File: config.mk
export PLATFORM = sky130hd
export DESIGN_NAME = i2c_regslave
export DESIGN_NICKNAME = d
export VERILOG_FILES = /design/src/rtl/i2c_rs_pkg.sv /design/src/rtl/i2c_rs_filter.sv /design/src/rtl/i2c_rs_busev.sv /design/src/rtl/i2c_rs_engine.sv /design/src/rtl/i2c_rs_regfile.sv /design/src/rtl/i2c_regslave.sv
export SDC_FILE = /design/constraint.sdc
export NUM_CORES = 1
export LEC_CHECK = 0
export BUFFER_PORTS_ARGS = -buffer_cell sky130_fd_sc_hd__buf_2
export CAP_MARGIN = 10
export CORE_UTILIZATION = 35
export DETAILED_ROUTE_END_ITERATION = 16
export GPL_ROUTABILITY_DRIVEN = 0
export PLACE_DENSITY = 0.57
export SYNTH_ARGS = -nofsm -noshare
export SYNTH_HDL_FRONTEND = slang
export SYNTH_SLANG_ARGS = --single-unit
File: constraint.sdc
create_clock -name clk -period 2.25 [get_ports clk]
set_input_delay 0.3375 -clock clk [delete_from_list [all_inputs] [get_ports clk]]
set_output_delay 0.3375 -clock clk [all_outputs]
set_load 0.03 [all_outputs]
File: src/rtl/i2c_rs_pkg.sv
package i2c_rs_pkg;

  localparam int BYTE_W = 8;

  typedef enum logic [3:0] {
    ST_IDLE,
    ST_ADDR,
    ST_AACK,
    ST_PTR,
    ST_PACK,
    ST_WDAT,
    ST_WACK,
    ST_RDAT,
    ST_IGN
  } eng_st_e;

  // Address frame hit: 7-bit match, reserved device codes never hit.
  function automatic logic addr_hit(input logic [7:0] frame, input logic [6:0] dev);
    logic reserved;
    reserved = (dev == 7'h00) || (dev[6:2] == 5'b11110);
    return (frame[7:1] == dev) && !reserved;
  endfunction

  // Reset value of register idx.
  function automatic logic [7:0] rst_val(input int idx);
    return 8'(32'h30 + idx * 32'h1D);
  endfunction

endpackage

File: src/rtl/i2c_rs_filter.sv
module i2c_rs_filter #(
  parameter int FILT_CYC = 7
) (
  input  logic clk,
  input  logic rst_n,
  input  logic raw,
  output logic filt
);
  localparam int CW = $clog2(FILT_CYC + 1);

  logic [1:0]    sync_q;
  logic          out_q;
  logic [CW-1:0] cnt_q;
  logic          samp;

  assign samp = sync_q[1];
  assign filt = out_q;

  always_ff @(posedge clk or negedge rst_n) begin
    if (!rst_n) begin
      sync_q <= 2'b11;
      out_q  <= 1'b1;
      cnt_q  <= '0;
    end else begin
      sync_q <= {sync_q[0], raw};
      if (samp == out_q) begin
        cnt_q <= '0;
      end else if (cnt_q == CW'(FILT_CYC - 1)) begin
        out_q <= samp;
        cnt_q <= '0;
      end else begin
        cnt_q <= cnt_q + 1'b1;
      end
    end
  end

  // Checker: length of the current disagreement between sample and output.
  logic [CW-1:0] run_q;
  always_ff @(posedge clk or negedge rst_n) begin
    if (!rst_n) begin
      run_q <= '0;
    end else if (samp != out_q) begin
      if (run_q != {CW{1'b1}}) run_q <= run_q + 1'b1;
    end else begin
      run_q <= '0;
    end
  end


  glitch_reject_chk: assert property (@(posedge clk) disable iff (!rst_n)
    (out_q != $past(out_q)) |-> ($past(run_q) >= CW'(FILT_CYC - 1)));

endmodule

File: src/rtl/i2c_rs_busev.sv
module i2c_rs_busev (
  input  logic clk,
  input  logic rst_n,
  input  logic scl_f,
  input  logic sda_f,
  output logic scl_rise,
  output logic scl_fall,
  output logic scl_hi,
  output logic start_ev,
  output logic stop_ev
);
  logic scl_q;
  logic sda_q;

  always_ff @(posedge clk or negedge rst_n) begin
    if (!rst_n) begin
      scl_q <= 1'b1;
      sda_q <= 1'b1;
    end else begin
      scl_q <= scl_f;
      sda_q <= sda_f;
    end
  end

  assign scl_rise = scl_f & ~scl_q;
  assign scl_fall = ~scl_f & scl_q;
  assign scl_hi   = scl_f & scl_q;
  assign start_ev = scl_hi & sda_q & ~sda_f;
  assign stop_ev  = scl_hi & ~sda_q & sda_f;

endmodule

File: src/rtl/i2c_rs_engine.sv
module i2c_rs_engine
  import i2c_rs_pkg::*;
#(
  parameter logic [6:0] DEV_ADDR = 7'h2A
) (
  input  logic              clk,
  input  logic              rst_n,
  input  logic              scl_rise,
  input  logic              scl_fall,
  input  logic              scl_hi,
  input  logic              start_ev,
  input  logic              stop_ev,
  input  logic              sda_f,
  input  logic [BYTE_W-1:0] rd_data,
  output logic              sda_oe,
  output logic [BYTE_W-1:0] ptr_q,
  output logic              wr_en,
  output logic [BYTE_W-1:0] wr_data
);
  eng_st_e           state;
  logic [3:0]        bit_cnt;
  logic [BYTE_W-1:0] sreg;
  logic [BYTE_W-1:0] txreg;
  logic              oe_q;
  logic              rw_q;

  logic byte_full;
  logic addr_decide;
  logic wr_fire;
  logic hit;

  assign byte_full   = (bit_cnt == 4'd8);
  assign addr_decide = (state == ST_ADDR) && scl_fall && byte_full;
  assign wr_fire     = (state == ST_WDAT) && scl_fall && byte_full;
  assign hit         = addr_hit(sreg, DEV_ADDR);

  assign sda_oe  = oe_q;
  assign wr_en   = wr_fire;
  assign wr_data = sreg;

  always_ff @(posedge clk or negedge rst_n) begin
    if (!rst_n) begin
      state   <= ST_IDLE;
      bit_cnt <= '0;
      sreg    <= '0;
      txreg   <= '0;
      oe_q    <= 1'b0;
      rw_q    <= 1'b0;
      ptr_q   <= '0;
    end else if (start_ev) begin
      state   <= ST_ADDR;
      bit_cnt <= '0;
      oe_q    <= 1'b0;
    end else if (stop_ev) begin
      state <= ST_IDLE;
      oe_q  <= 1'b0;
    end else begin
      case (state)
        ST_ADDR, ST_PTR, ST_WDAT: begin
          if (scl_rise && !byte_full) begin
            sreg    <= {sreg[BYTE_W-2:0], sda_f};
            bit_cnt <= bit_cnt + 4'd1;
          end else if (scl_fall && byte_full) begin
            bit_cnt <= '0;
            case (state)
              ST_ADDR: begin
                if (hit) begin
                  oe_q  <= 1'b1;
                  rw_q  <= sreg[0];
                  state <= ST_AACK;
                end else begin
                  state <= ST_IGN;
                end
              end
              ST_PTR: begin
                oe_q  <= 1'b1;
                ptr_q <= sreg;
                state <= ST_PACK;
              end
              default: begin
                oe_q  <= 1'b1;
                state <= ST_WACK;
              end
            endcase
          end
        end
        ST_AACK: begin
          if (scl_fall) begin
            if (rw_q) begin
              txreg <= rd_data;
              oe_q  <= ~rd_data[BYTE_W-1];
              state <= ST_RDAT;
            end else begin
              oe_q  <= 1'b0;
              state <= ST_PTR;
            end
          end
        end
        ST_PACK: begin
          if (scl_fall) begin
            oe_q  <= 1'b0;
            state <= ST_WDAT;
          end
        end
        ST_WACK: begin
          if (scl_fall) begin
            oe_q  <= 1'b0;
            state <= ST_IGN;
          end
        end
        ST_RDAT: begin
          if (scl_rise) begin
            bit_cnt <= bit_cnt + 4'd1;
          end else if (scl_fall) begin
            if (byte_full) begin
              oe_q  <= 1'b0;
              state <= ST_IGN;
            end else begin
              txreg <= {txreg[BYTE_W-2:0], 1'b0};
              oe_q  <= ~txreg[BYTE_W-2];
            end
          end
        end
        default: ;
      endcase
    end
  end


  sda_hold_chk: assert property (@(posedge clk) disable iff (!rst_n)
    scl_hi |-> $stable(oe_q));


  ign_quiet_chk: assert property (@(posedge clk) disable iff (!rst_n)
    (state == ST_IGN) |-> !oe_q);


  gc_nack_chk: assert property (@(posedge clk) disable iff (!rst_n)
    (addr_decide && (sreg[7:1] == 7'h00)) |=> !oe_q);


  tenbit_nack_chk: assert property (@(posedge clk) disable iff (!rst_n)
    (addr_decide && (sreg[7:3] == 5'b11110)) |=> !oe_q);


  ptr_hold_chk: assert property (@(posedge clk) disable iff (!rst_n)
    !$stable(ptr_q) |-> ($past(state) == ST_PTR));

endmodule

File: src/rtl/i2c_rs_regfile.sv
module i2c_rs_regfile
  import i2c_rs_pkg::*;
#(
  parameter int NUM_REGS = 9
) (
  input  logic              clk,
  input  logic              rst_n,
  input  logic              wr_en,
  input  logic [BYTE_W-1:0] wr_ptr,
  input  logic [BYTE_W-1:0] wr_data,
  input  logic [BYTE_W-1:0] rd_ptr,
  output logic [BYTE_W-1:0] rd_data
);
  logic [NUM_REGS-1:0][BYTE_W-1:0] regs_q;
  logic wr_ok;

  assign wr_ok = (wr_ptr < BYTE_W'(NUM_REGS));

  for (genvar g = 0; g < NUM_REGS; g++) begin : g_reg
    always_ff @(posedge clk or negedge rst_n) begin
      if (!rst_n) begin
        regs_q[g] <= rst_val(g);
      end else if (wr_en && wr_ok && (wr_ptr == BYTE_W'(g))) begin
        regs_q[g] <= wr_data;
      end
    end
  end

  always_comb begin
    rd_data = '0;
    for (int i = 0; i < NUM_REGS; i++) begin
      if (rd_ptr == BYTE_W'(i)) rd_data = regs_q[i];
    end
  end


  oor_discard_chk: assert property (@(posedge clk) disable iff (!rst_n)
    (wr_en && !wr_ok) |=> $stable(regs_q));

endmodule

File: src/rtl/i2c_regslave.sv
module i2c_regslave
  import i2c_rs_pkg::*;
#(
  parameter logic [6:0] DEV_ADDR = 7'h2A,
  parameter int         NUM_REGS = 9,
  parameter int         FILT_CYC = 7
) (
  input  logic clk,
  input  logic rst_n,
  input  logic scl_i,
  input  logic sda_i,
  output logic sda_oe
);
  logic [1:0] raw_lines;
  logic [1:0] filt_lines;

  assign raw_lines = {sda_i, scl_i};

  for (genvar g = 0; g < 2; g++) begin : g_line
    i2c_rs_filter #(.FILT_CYC(FILT_CYC)) u_filt (
      .clk  (clk),
      .rst_n(rst_n),
      .raw  (raw_lines[g]),
      .filt (filt_lines[g])
    );
  end

  logic scl_rise, scl_fall, scl_hi, start_ev, stop_ev;

  i2c_rs_busev u_busev (
    .clk     (clk),
    .rst_n   (rst_n),
    .scl_f   (filt_lines[0]),
    .sda_f   (filt_lines[1]),
    .scl_rise(scl_rise),
    .scl_fall(scl_fall),
    .scl_hi  (scl_hi),
    .start_ev(start_ev),
    .stop_ev (stop_ev)
  );

  logic [BYTE_W-1:0] ptr_q, rd_data, wr_data;
  logic              wr_en;

  i2c_rs_engine #(.DEV_ADDR(DEV_ADDR)) u_engine (
    .clk     (clk),
    .rst_n   (rst_n),
    .scl_rise(scl_rise),
    .scl_fall(scl_fall),
    .scl_hi  (scl_hi),
    .start_ev(start_ev),
    .stop_ev (stop_ev),
    .sda_f   (filt_lines[1]),
    .rd_data (rd_data),
    .sda_oe  (sda_oe),
    .ptr_q   (ptr_q),
    .wr_en   (wr_en),
    .wr_data (wr_data)
  );

  i2c_rs_regfile #(.NUM_REGS(NUM_REGS)) u_regs (
    .clk    (clk),
    .rst_n  (rst_n),
    .wr_en  (wr_en),
    .wr_ptr (ptr_q),
    .wr_data(wr_data),
    .rd_ptr (ptr_q),
    .rd_data(rd_data)
  );

endmodule

==> parameters.txt, run 1 <==
Parameter                              Value

Pwr
  Pint ... 4.352 mW
  Power share of the combinational group ... 11.8%
  Power spent charging and discharging nets ... 1.459 mW
  Sum of internal, switching and leakage power ... 5.811 mW
  Power per standard cell area ... 837.0 nW/µm²
  Leakage power ... 2.997 nW
  Clk pwr share ... 46.3%
  Peak ir drop on the vdd network ... 595.3 µV
  Flop pwr share ... 41.9%
  Fraction of power spent switching nets ... 25.11%

Worst setup path
  Depth of the worst register-to-register path ... 5
  Required @ worst endpoint ... 2.55 ns
  Crit end category ... flip-flop
  Critical Path Max Stage Delay ... 0.59 ns
  Kind of cell adding the most delay to the critical path ... simple AND/OR/NAND/NOR gates
  Worst r2r dst ... u_regs.regs_q[36]$_DFFE_PN0P_
  Max stage delay cell, worst path ... sky130_fd_sc_hd__or4_1
  CP Class ... flip-flop to flip-flop
  R2R Path Start ... u_engine.ptr_q[4]$_DFFE_PN0P_
  Setup slack of the most critical reg-to-reg path ... 0.06 ns
  Arrival time at the worst endpoint ... 2.50 ns
  Maximum fanout encountered on the critical timing path ... 8
  Kind of start point of the critical path ... flip-flop
  Cell-by-cell listing of the critical path ... or4_1 > nor2_2 > buf_4 > nand4_2 > mux2_2
  Buffers & Inverters on Critical Path ... 1

STA
  Worst clock skew on the final layout ... 0.004479 ns
  Post-route minimum period ... 2.195 ns
  Number of pins with negative max-slew slack in the final report ... 0
  Fmax achieved ... 455.6 MHz
  Hold Violations, Final ... 0
  RSZ-0062 raised after global routing ... yes
  Relative max-transition margin ... 61.97%
  Transition time at the pin with the least slew margin ... 0.5704 ns
  Count of final setup violators ... 0
  Period utilization ... 97.55%

Global route
  Remaining global-route overflow ... 0
  Routing usage on met2 ... 26.10%
  Maximum number of pins on one net before global-route repair ... 73
  Busiest grt layer ... met2
  All-layer global routing usage ... 16.25%
  Wire length of the first global-routing pass ... 20.27 mm
  Routing usage on met3 ... 4.153%
  GR Util met1 ... 20.96%
  Via count of the first global-routing pass ... 3863
  Initial antenna violation count ... 0

Layout
  Area of the multi-input gates ... 2596 µm²
  Commonest non-fill, non-tap cell in the layout ... sky130_fd_sc_hd__mux2_2
  Layout overhead on the synthesized area ... 20.21%
  Sequential cell area ... 3032 µm²
  Count of filler cells inserted in the layout ... 1509
  Final nets ... 506
  Finished layout cell area ... 6943 µm²
  Layout cells sized above 1 ... 46.88%
  Number of diodes added for antenna fixing ... 0
  Highest-count cells in the layout ignoring fill and taps ... 96 x sky130_fd_sc_hd__mux2_2, 76 x sky130_fd_sc_hd__dfrtp_1, 43 x sky130_fd_sc_hd__dfstp_2

Clock network
  Number of clock buffers inserted by TritonCTS ... 17
  Clock insertion delay at the later pin of the skew report ... 0.42 ns
  Count of clock tree sinks ... 119
  H-tree level count ... 4
  Clock tree from TritonCTS ... yes
  Clk buf depth ... 2
  Clock transition time at the flip-flop clock pins of the worst setup and hold paths ... 0.05 ns
  Root buffer selected by CTS ... sky130_fd_sc_hd__clkbuf_16

Place
  Estimated wirelength of the detail-placed design ... 8.477 mm
  # port buffers ... 4
  Cell area after placement ... 6297 µm²

Routing
  Number of nets with antenna violations after detailed routing ... 0
  1st-iter DRT viols ... 195
  Post-DR vias/cell ... 5.206
  Routed WL ... 12.45 mm
  First-pass DRT Iterations ... 5
  Number of remaining DRC errors ... 0
  Routed length per placed instance ... 17.10 µm
  Via total after detailed routing ... 3790

Synth
  Post-synthesis net count ... 468
  Top-area cell type share of the netlist area ... 32.93%
  Synth warn ... 0
  Top cells by area in the synthesized netlist ... sky130_fd_sc_hd__dfrtp_1 33%, sky130_fd_sc_hd__dfstp_2 20%, sky130_fd_sc_hd__mux2_2 19%
  Synthesized-area fraction occupied by ao, oa, aoi and oai cells ... 8.687%
  Mux share of post-synthesis cell area ... 23.03%
  Avg Synthesized Cell Area ... 12.50 µm²
  Async SR Flop Fraction ... 100.0%
  Post-synth design cell area ... 5776 µm²
  Adder-Cell Fraction of Synth Area ... 0.4333%
  Commonest register cell after synthesis ... sky130_fd_sc_hd__dfrtp_1
  Largest family of logic cells by synthesized area ... multiplexers
  Simple logic cell fraction of the synthesized area ... 11.74%
  Library cell with the largest summed area after synthesis ... sky130_fd_sc_hd__dfrtp_1
  Count of distinct cell types in the synthesized netlist ... 60
  Syn Inst Count ... 462
  Xor-xnor portion of the synthesized cell area ... 0.6066%
  Number of flip-flops and latches in the synthesized netlist ... 119
  Number of synthesized flops with an enable pin ... 0
  Sequential-to-total area share from yosys stat ... 52.49%

Worst hold path
  Worst Hold Launch ... scl_i
  Cells on Worst Hold Path ... 1
  Hold endpoint ... g_line[0].u_filt.sync_q[0]$_DFF_PN1_
  Kind of path behind the tightest hold check ... input port to flip-flop

Floorplan
  I/O pin cnt ... 5
  Number of core rows ... 46
  Starting density of the core ... 36.10%
  Core Region ... 16000 µm²
  Horiz. Die Dim ... 130.5 µm
  Die footprint ... 17020 µm²
  Die Ht ... 130.5 µm

Run
  Max-capacitance violation count ... 0

Run status
  Result of the run ... finished clean
[power groups by stage]
stage	Clock (mW)	Sequential, mW	Combinational [mW]
finish	2.69	2.43	0.688
global route	2.84	2.45	0.758
CTS	2.73	2.44	0.684
detailed placement	0	2.47	0.678
global placement	0	2.46	0.662
floorplan	0	2.45	0.416
[cell type report]
cell class	count	share of cell area, %
clock buffer	21	6.488
clock inverter	10	1.874
inverter	8	0.4325
tap	216	3.893
sequential	119	43.67
timing repair buffer	51	6.253
multi-input combinational	303	37.39
[Yosys cell counts, types with 2 or more instances]
| cell | count |
|---|---|
| sky130_fd_sc_hd__a311oi_1 | 2 |
| sky130_fd_sc_hd__mux2_2 | 96 |
| sky130_fd_sc_hd__nand4_1 | 2 |
| sky130_fd_sc_hd__buf_1 | 2 |
| sky130_fd_sc_hd__nand2_1 | 19 |
| sky130_fd_sc_hd__nor2_1 | 22 |
| sky130_fd_sc_hd__buf_6 | 2 |
| sky130_fd_sc_hd__clkbuf_1 | 21 |
| sky130_fd_sc_hd__and2_1 | 2 |
| sky130_fd_sc_hd__inv_1 | 8 |
| sky130_fd_sc_hd__o41ai_1 | 2 |
| sky130_fd_sc_hd__nand3_1 | 7 |
| sky130_fd_sc_hd__nand3_2 | 2 |
| sky130_fd_sc_hd__a21oi_1 | 16 |
| sky130_fd_sc_hd__a211oi_1 | 2 |
| sky130_fd_sc_hd__and4b_1 | 2 |
| sky130_fd_sc_hd__o22ai_1 | 8 |
| sky130_fd_sc_hd__o21a_1 | 2 |
| sky130_fd_sc_hd__nor2b_1 | 9 |
| sky130_fd_sc_hd__xnor2_1 | 4 |
| sky130_fd_sc_hd__o221ai_1 | 3 |
| sky130_fd_sc_hd__a221oi_1 | 3 |
| sky130_fd_sc_hd__ha_1 | 2 |
| sky130_fd_sc_hd__nor3_1 | 5 |
| sky130_fd_sc_hd__o311ai_0 | 2 |
| sky130_fd_sc_hd__dfrtp_1 | 76 |
| sky130_fd_sc_hd__or2_2 | 3 |
| sky130_fd_sc_hd__nor3b_4 | 2 |
| sky130_fd_sc_hd__mux4_2 | 7 |
| sky130_fd_sc_hd__nor3b_1 | 3 |
| sky130_fd_sc_hd__buf_2 | 7 |
| sky130_fd_sc_hd__o211ai_1 | 4 |
| sky130_fd_sc_hd__mux2i_1 | 8 |
| sky130_fd_sc_hd__a31oi_1 | 2 |
| sky130_fd_sc_hd__a22oi_1 | 5 |
| sky130_fd_sc_hd__dfstp_2 | 43 |
| sky130_fd_sc_hd__o21ai_0 | 12 |
| sky130_fd_sc_hd__nand2b_1 | 13 |
| sky130_fd_sc_hd__o31ai_1 | 2 |
| sky130_fd_sc_hd__a21o_1 | 4 |
| sky130_fd_sc_hd__nand3b_1 | 5 |
| sky130_fd_sc_hd__nand2_2 | 3 |
[cells by family after synthesis]
kind of cell | Yosys count
compound gates | 74
xor+xnor | 4
fa+ha+maj | 2
buf+inv | 40
flops | 119
mux | 112
simple gates | 111
[routing by layer]
| metal | vias to the layer above | routed length [µm] |
|---|---|---|
| met5 | - | 0 |
| met4 | 0 | 214 |
| met3 | 15 | 370 |
| met2 | 51 | 6063 |
| met1 | 1961 | 5802 |
| li1 | 1763 | - |
[worst max-delay path by stage]
| stage | endpoint | depth (start not counted) | from |
|---|---|---|---|
| global placement | u_regs.regs_q[48]$_DFFE_PN0P_ | 8 | u_engine.bit_cnt[1]$_DFFE_PN0P_ |
| global route | u_regs.regs_q[1]$_DFFE_PN0P_ | 9 | u_engine.bit_cnt[0]$_DFFE_PN0P_ |
| floorplan | u_regs.regs_q[48]$_DFFE_PN0P_ | 6 | u_busev.scl_q$_DFF_PN1_ |
| detailed placement | u_regs.regs_q[48]$_DFFE_PN0P_ | 8 | u_engine.bit_cnt[1]$_DFFE_PN0P_ |
| CTS | u_regs.regs_q[48]$_DFFE_PN0P_ | 8 | u_engine.bit_cnt[1]$_DFFE_PN0P_ |
| finish | u_regs.regs_q[36]$_DFFE_PN0P_ | 5 | u_engine.ptr_q[4]$_DFFE_PN0P_ |
[sequential cells by signal, summed over array words and instances, names as in the netlist, 2 cells and up]
register	count
u_engine.ptr_q	8
u_engine.state	4
g_line.u_filt.sync_q	4
u_engine.bit_cnt	4
u_regs.regs_q	72
g_line.u_filt.cnt_q	6
g_line.u_filt.filt	2
u_engine.wr_data	8
u_engine.txreg	7
[through the flow]
step | util [%] | instances | worst slack, ns | hold slack [ns] | setup TNS [ns]
global route | 43.39 | 728 | -0.02562 | 0.003941 | -0.1886
floorplan | - | 462 | 0.1095 | 0.04191 | 0
CTS | 43.11 | 726 | 0.03294 | 0.002799 | 0
detailed placement | 39.36 | 693 | 0.04597 | 0.3472 | 0
global placement | 39.36 | 693 | 0.06536 | 0.3467 | 0
finish | 43.39 | 728 | 0.05515 | 0.02001 | 0
[timing repair]
action,CTS,global route
buffers inserted,0,2
resized for setup,0,5
setup endpoints to repair,0,46
hold buffers,2,0
endpoints found under the hold margin,77,0
(Power assumes the default switching activity.)
==> run 2: changes to the inputs <==
--- a/config.mk
+++ b/config.mk
@@ -13,4 +13,5 @@
 export PLACE_DENSITY = 0.57
 export SYNTH_ARGS = -nofsm -noshare
 export SYNTH_HDL_FRONTEND = slang
+export SYNTH_HIERARCHICAL = 1
 export SYNTH_SLANG_ARGS = --single-unit
==> parameters.txt, run 2 <==
Parameter                              Value

Run status
  Result of the run ... finished, violations left
  Violations in the final reports ... setup timing

Worst setup path
  Maximum fanout encountered on the critical timing path ... 8
  CP Class ... flip-flop to flip-flop
  Buffers & Inverters on Critical Path ... 3
  Cell-by-cell listing of the critical path ... inv_1 > ha_1 > and3b_2 > and3_4 > and3b_1 > inv_2 > nor3_4 > buf_4 > nand3_4 > mux2_2
  Required @ worst endpoint ... 2.55 ns
  Max stage delay cell, worst path ... sky130_fd_sc_hd__dfrtp_1
  Setup slack of the most critical reg-to-reg path ... -0.006 ns
  R2R Path Start ... u_engine/bit_cnt[0]$_DFFE_PN0P_
  Critical Path Max Stage Delay ... 0.38 ns
  Crit end category ... flip-flop
  Kind of start point of the critical path ... flip-flop
  Worst r2r dst ... u_regs/regs_q[48]$_DFFE_PN0P_
  Depth of the worst register-to-register path ... 10
  Levels on crit path ... 10
  Kind of cell adding the most delay to the critical path ... simple AND/OR/NAND/NOR gates
  Arrival time at the worst endpoint ... 2.56 ns

Pwr
  Leakage power ... 3.165 nW
  Power spent charging and discharging nets ... 1.334 mW
  Clk pwr share ... 49.7%
  Pint ... 3.980 mW
  Power share of the combinational group ... 6.7%
  Fraction of power spent switching nets ... 25.10%
  Sum of internal, switching and leakage power ... 5.313 mW
  Flop pwr share ... 43.5%
  Peak ir drop on the vdd network ... 543.7 µV
  Power per standard cell area ... 729.4 nW/µm²

Clock network
  Count of clock tree sinks ... 119
  Clk buf depth ... 2
  Number of clock buffers inserted by TritonCTS ... 17
  Clock tree from TritonCTS ... yes
  Clock transition time at the flip-flop clock pins of the worst setup and hold paths ... 0.06 ns
  Root buffer selected by CTS ... sky130_fd_sc_hd__clkbuf_16
  H-tree level count ... 4
  Clock insertion delay at the later pin of the skew report ... 0.42 ns

Worst hold path
  Kind of path behind the tightest hold check ... flip-flop to flip-flop
  Cells on Worst Hold Path ... 0
  Hold endpoint ... g_line[1].u_filt/sync_q[1]$_DFF_PN1_
  Worst Hold Launch ... g_line[1].u_filt/sync_q[0]$_DFF_PN1_

Floorplan
  I/O pin cnt ... 5
  Die Ht ... 132.4 µm
  Starting density of the core ... 35.91%
  Number of core rows ... 47
  Horiz. Die Dim ... 132.4 µm
  Core Region ... 16580 µm²
  Die footprint ... 17540 µm²

STA
  Relative max-transition margin ... 53.20%
  Fmax achieved ... 443.3 MHz
  Post-route minimum period ... 2.256 ns
  Fin worst setup slack ... -0.005647 ns
  Hold Violations, Final ... 0
  Number of pins with negative max-slew slack in the final report ... 0
  Count of final setup violators ... 2
  Transition time at the pin with the least slew margin ... 0.6923 ns
  RSZ-0062 raised after global routing ... yes
  Period utilization ... 100.3%
  Worst clock skew on the final layout ... 0.007756 ns

Synth
  Post-synth design cell area ... 5954 µm²
  Post-synthesis net count ... 492
  Synth warn ... 6
  Syn Inst Count ... 486
  Avg Synthesized Cell Area ... 12.25 µm²

Layout
  Max FFs per register ... 72
  Area of the multi-input gates ... 2841 µm²
  Layout overhead on the synthesized area ... 22.34%
  Number of diodes added for antenna fixing ... 0
  Sequential cell area ... 3032 µm²
  Commonest non-fill, non-tap cell in the layout ... sky130_fd_sc_hd__mux2_2
  Highest-count cells in the layout ignoring fill and taps ... 98 x sky130_fd_sc_hd__mux2_2, 76 x sky130_fd_sc_hd__dfrtp_1, 43 x sky130_fd_sc_hd__dfstp_2, 43 x sky130_fd_sc_hd__buf_4, 26 x sky130_fd_sc_hd__nor2_1
  Register ranked first by flip-flop count ... u_regs/regs_q
  Count of filler cells inserted in the layout ... 1564
  Final nets ... 547
  Layout cells sized above 1 ... 46.03%

Routing
  Routed length per placed instance ... 17.75 µm
  Routed WL ... 13.74 mm
  Met3 layer wire length in the routed design ... 406 µm
  M1 WL ... 6.512 mm
  Wire length on met2 ... 6.592 mm
  First-pass DRT Iterations ... 5
  Via total after detailed routing ... 4131
  Number of nets with antenna violations after detailed routing ... 0
  1st-iter DRT viols ... 262
  Number of remaining DRC errors ... 0
  Top layer in use ... met4
  Post-DR vias/cell ... 5.337

Global route
  All-layer global routing usage ... 16.65%
  Initial antenna violation count ... 0
  Via count of the first global-routing pass ... 4155
  Remaining global-route overflow ... 0
  Maximum number of pins on one net before global-route repair ... 47
  Wire length of the first global-routing pass ... 22.47 mm

Place
  # port buffers ... 4
  Estimated wirelength of the detail-placed design ... 9.162 mm
  Pre-CTS setup slack ... -0.02415 ns

Run
  Max-capacitance violation count ... 0
run 2: routing by layer:
layer | up-vias | global-route usage, %
li1 | 1931 | -
met1 | 2100 | 22.66
met2 | 80 | 25.79
met3 | 20 | 3.985
met4 | 0 | 6.003
met5 | - | 0
run 2: per-stage QoR:
| stage | hold WS (ns) | setup TNS (ns) | cell area [µm²] | utilization [%] | cells |
|---|---|---|---|---|---|
| 5_1_grt | 0.3573 | -2.447 | 7284 | 43.93 | 774 |
| 2_1_floorplan | 0.04191 | 0 | 5968 | - | 486 |
| 6_report | 0.3556 | -0.008041 | 7284 | 43.93 | 774 |
| 3_5_place_dp | 0.3476 | -0.04950 | 6561 | 39.57 | 737 |
| 3_3_place_gp | 0.3463 | 0 | 6561 | 39.57 | 737 |
| 4_1_cts | 0.3566 | -0.005419 | 7181 | 43.30 | 772 |
run 2: how the worst max path moves through the flow:
stage,from,endpoint,slack [ns]
after floorplan,u_engine/bit_cnt[0]$_DFFE_PN0P_,u_regs/regs_q[0]$_DFFE_PN0P_,0.02
after global placement,u_engine/bit_cnt[0]$_DFFE_PN0P_,u_regs/regs_q[28]$_DFFE_PN0P_,0.003
after detailed placement,u_engine/bit_cnt[0]$_DFFE_PN0P_,u_regs/regs_q[48]$_DFFE_PN0P_,-0.02
after CTS,u_engine/bit_cnt[0]$_DFFE_PN0P_,u_regs/regs_q[42]$_DFFE_PN0P_,-0.005
after global routing,u_engine/bit_cnt[0]$_DFFE_PN0P_,u_regs/regs_q[48]$_DFFE_PN0P_,-0.14
final,u_engine/bit_cnt[0]$_DFFE_PN0P_,u_regs/regs_q[48]$_DFFE_PN0P_,-0.006
run 2: power by group through the flow:
stage                     registers (mW)  logic, mW  clock network, mW
after floorplan                     2.35      0.201                  0
after global placement              2.34      0.345                  0
after detailed placement            2.35      0.356                  0
after CTS                           2.31      0.362               2.70
after global routing                2.33      0.399               2.81
final                               2.31      0.358               2.64
run 2: area by class of cell:
type,count,area share [%]
flip-flops and latches,119,41.62
multi-input cells,329,39.01
repair buffers,57,6.767
clock buffers,19,6.080
well taps,220,3.779
clock inverters,13,1.872
inverters,17,0.8760
run 2: what timing repair did:
action	CTS	global route
resized for setup	2	17
setup endpoints to repair	17	75
hold buffers	3	0
pin swaps	1	9
hold endpoints to repair	27	0
setup buffers	0	2
==> run 3: changes to the inputs <==
--- a/config.mk
+++ b/config.mk
@@ -11,6 +11,8 @@
 export DETAILED_ROUTE_END_ITERATION = 16
 export GPL_ROUTABILITY_DRIVEN = 0
 export PLACE_DENSITY = 0.57
+export REMOVE_ABC_BUFFERS = 1
+export SLEW_MARGIN = 20
 export SYNTH_ARGS = -nofsm -noshare
 export SYNTH_HDL_FRONTEND = slang
 export SYNTH_HIERARCHICAL = 1
==> parameters.txt, run 3 (synthesized netlist as in run 2, its figures left out) <==
Parameter                              Value

Run status
  Result of the run ... finished clean

Place
  # port buffers ... 4
  Estimated wirelength of the detail-placed design ... 9.130 mm

Floorplan
  I/O pin cnt ... 5
  Core Region ... 16580 µm²
  Horiz. Die Dim ... 132.4 µm
  Starting density of the core ... 35.91%
  Number of core rows ... 47
  Die footprint ... 17540 µm²
  Die Ht ... 132.4 µm

Routing
  Routed length per placed instance ... 17.65 µm
  Number of nets with antenna violations after detailed routing ... 0
  First-pass DRT Iterations ... 4
  Routed WL ... 13.66 mm
  1st-iter DRT viols ... 273
  Via total after detailed routing ... 4166
  Post-DR vias/cell ... 5.382
  Number of remaining DRC errors ... 0

Layout
  Max FFs per register ... 72
  Area of the multi-input gates ... 2849 µm²
  Register ranked first by flip-flop count ... u_regs/regs_q
  Number of diodes added for antenna fixing ... 0
  Layout overhead on the synthesized area ... 23.20%
  Commonest non-fill, non-tap cell in the layout ... sky130_fd_sc_hd__mux2_2
  Final nets ... 547
  Layout cells sized above 1 ... 46.21%
  Count of filler cells inserted in the layout ... 1557
  Sequential cell area ... 3032 µm²
  Highest-count cells in the layout ignoring fill and taps ... 99 x sky130_fd_sc_hd__mux2_2, 76 x sky130_fd_sc_hd__dfrtp_1, 43 x sky130_fd_sc_hd__dfstp_2

Global route
  Maximum number of pins on one net before global-route repair ... 64
  Wire length of the first global-routing pass ... 22.60 mm
  Initial antenna violation count ... 0
  Via count of the first global-routing pass ... 4284
  All-layer global routing usage ... 16.72%
  Remaining global-route overflow ... 0

STA
  Transition time at the pin with the least slew margin ... 0.6842 ns
  Final setup TNS ... 0 ns
  Count of final setup violators ... 0
  Period utilization ... 99.83%
  Fmax achieved ... 445.2 MHz
  Worst clock skew on the final layout ... 0.01201 ns
  Number of pins with negative max-slew slack in the final report ... 0
  Post-route minimum period ... 2.246 ns
  Relative max-transition margin ... 54.22%
  Worst hold-check slack ... 0.3547 ns
  RSZ-0062 raised after global routing ... yes
  Hold Violations, Final ... 0

Clock network
  Clock tree from TritonCTS ... yes
  Count of clock tree sinks ... 119
  Number of clock buffers inserted by TritonCTS ... 17
  Clk buf depth ... 2
  H-tree level count ... 4
  Clock transition time at the flip-flop clock pins of the worst setup and hold paths ... 0.06 ns
  Root buffer selected by CTS ... sky130_fd_sc_hd__clkbuf_16
  Clock insertion delay at the later pin of the skew report ... 0.43 ns

Run
  Max-capacitance violation count ... 0

Pwr
  Power per standard cell area ... 757.6 nW/µm²
  Clk pwr share ... 51.8%
  Sum of internal, switching and leakage power ... 5.557 mW
  Pint ... 4.254 mW
  Peak ir drop on the vdd network ... 649.4 µV
  Power spent charging and discharging nets ... 1.303 mW
  Flop pwr share ... 41.7%
  Power share of the combinational group ... 6.5%
  Fraction of power spent switching nets ... 23.44%
  Leakage power ... 3.204 nW

Worst setup path
  Setup slack of the most critical reg-to-reg path ... 0.004 ns
  CP Class ... flip-flop to flip-flop
  Required @ worst endpoint ... 2.56 ns
  Kind of start point of the critical path ... flip-flop
  Arrival time at the worst endpoint ... 2.56 ns
  Maximum fanout encountered on the critical timing path ... 3
  Crit end category ... flip-flop

Worst hold path
  Kind of path behind the tightest hold check ... flip-flop to flip-flop
-- run 3: cell count changes in the layout (fill, tap and decap cells not counted), moves of 2 or more --
cell / before / now
sky130_fd_sc_hd__nand3b_4: 1 / 3
sky130_fd_sc_hd__clkinv_4: 3 / 0
sky130_fd_sc_hd__buf_12: 4 / 2
sky130_fd_sc_hd__buf_6: 4 / 7
sky130_fd_sc_hd__bufinv_16: 1 / 4
sky130_fd_sc_hd__clkinv_2: 0 / 2
sky130_fd_sc_hd__inv_6: 7 / 3
sky130_fd_sc_hd__clkinvlp_4: 1 / 6
sky130_fd_sc_hd__buf_4: 43 / 41
sky130_fd_sc_hd__nand3b_2: 2 / 0
-- run 3: worst max-delay path, cell delays in order, from the launching register on --
cell                       delay [ns]
sky130_fd_sc_hd__dfrtp_1         0.37
sky130_fd_sc_hd__inv_1           0.06
sky130_fd_sc_hd__ha_1            0.15
sky130_fd_sc_hd__and3b_1         0.19
sky130_fd_sc_hd__and3_4          0.20
sky130_fd_sc_hd__and3b_2         0.20
sky130_fd_sc_hd__inv_4           0.06
sky130_fd_sc_hd__nor3_4          0.19
sky130_fd_sc_hd__buf_4           0.17
sky130_fd_sc_hd__nand3b_4        0.10
sky130_fd_sc_hd__buf_4           0.18
sky130_fd_sc_hd__mux2_2          0.26
-- run 3: power groups by stage --
stage / combinational [mW] / sequential (mW) / clock, mW
2_1_floorplan: 0.187 / 2.36 / 0
3_3_place_gp: 0.351 / 2.34 / 0
3_5_place_dp: 0.363 / 2.35 / 0
4_1_cts: 0.369 / 2.31 / 2.94
5_1_grt: 0.409 / 2.33 / 3.04
6_report: 0.363 / 2.32 / 2.88
-- run 3: worst paths after layout --
path | from | end | cells past startpoint
worst max-delay path | u_engine/bit_cnt[0]$_DFFE_PN0P_ | u_regs/regs_q[18]$_DFFE_PN0P_ | 11
worst min-delay path | g_line[0].u_filt/sync_q[0]$_DFF_PN1_ | g_line[0].u_filt/sync_q[1]$_DFF_PN1_ | 0
worst max register to register | u_engine/bit_cnt[0]$_DFFE_PN0P_ | u_regs/regs_q[18]$_DFFE_PN0P_ | 11
worst min register to register | g_line[0].u_filt/sync_q[0]$_DFF_PN1_ | g_line[0].u_filt/sync_q[1]$_DFF_PN1_ | 0
max in group asynchronous | rst_n | u_regs/regs_q[56]$_DFFE_PN1P_ | 3
min in group asynchronous | rst_n | u_regs/regs_q[23]$_DFFE_PN0P_ | 2
-- run 3: metal layers --
metal | wire, µm | GRT usage [%] | vias up
met2 | 6749 | 28.30 | 46
met4 | 233 | 6.322 | 0
met3 | 311 | 3.448 | 22
met1 | 6368 | 20.97 | 2169
li1 | - | - | 1929
met5 | 0 | 0 | -
-- run 3: metrics by stage --
step                      instances  setup WS, ns  util, %  cell area (µm²)
final                           774      0.003732    44.24             7336
after CTS                       772      0.006050    43.41             7199
after detailed placement        737       -0.1085    39.39             6533
after floorplan                 465       -0.4869        -             5862
after global placement          737       -0.1073    39.39             6533
after global routing            774      -0.09019    44.24             7336
-- run 3: layout make-up --
class / count / area share [%]
Multi-Input combinational cell: 329 / 38.84
Tap cell: 220 / 3.752
Clock buffer: 17 / 5.799
Clock inverter: 15 / 2.746
Timing Repair Buffer: 57 / 6.635
Inverter: 17 / 0.9040
Sequential cell: 119 / 41.33
-- run 3: timing repair --
action / in CTS / in global routing
resized for setup: 3 / 26
hold buffers: 3 / 0
buffers inserted: 0 / 2
setup endpoints to repair: 34 / 71
hold endpoints to repair: 27 / 0
pin swaps: 1 / 7
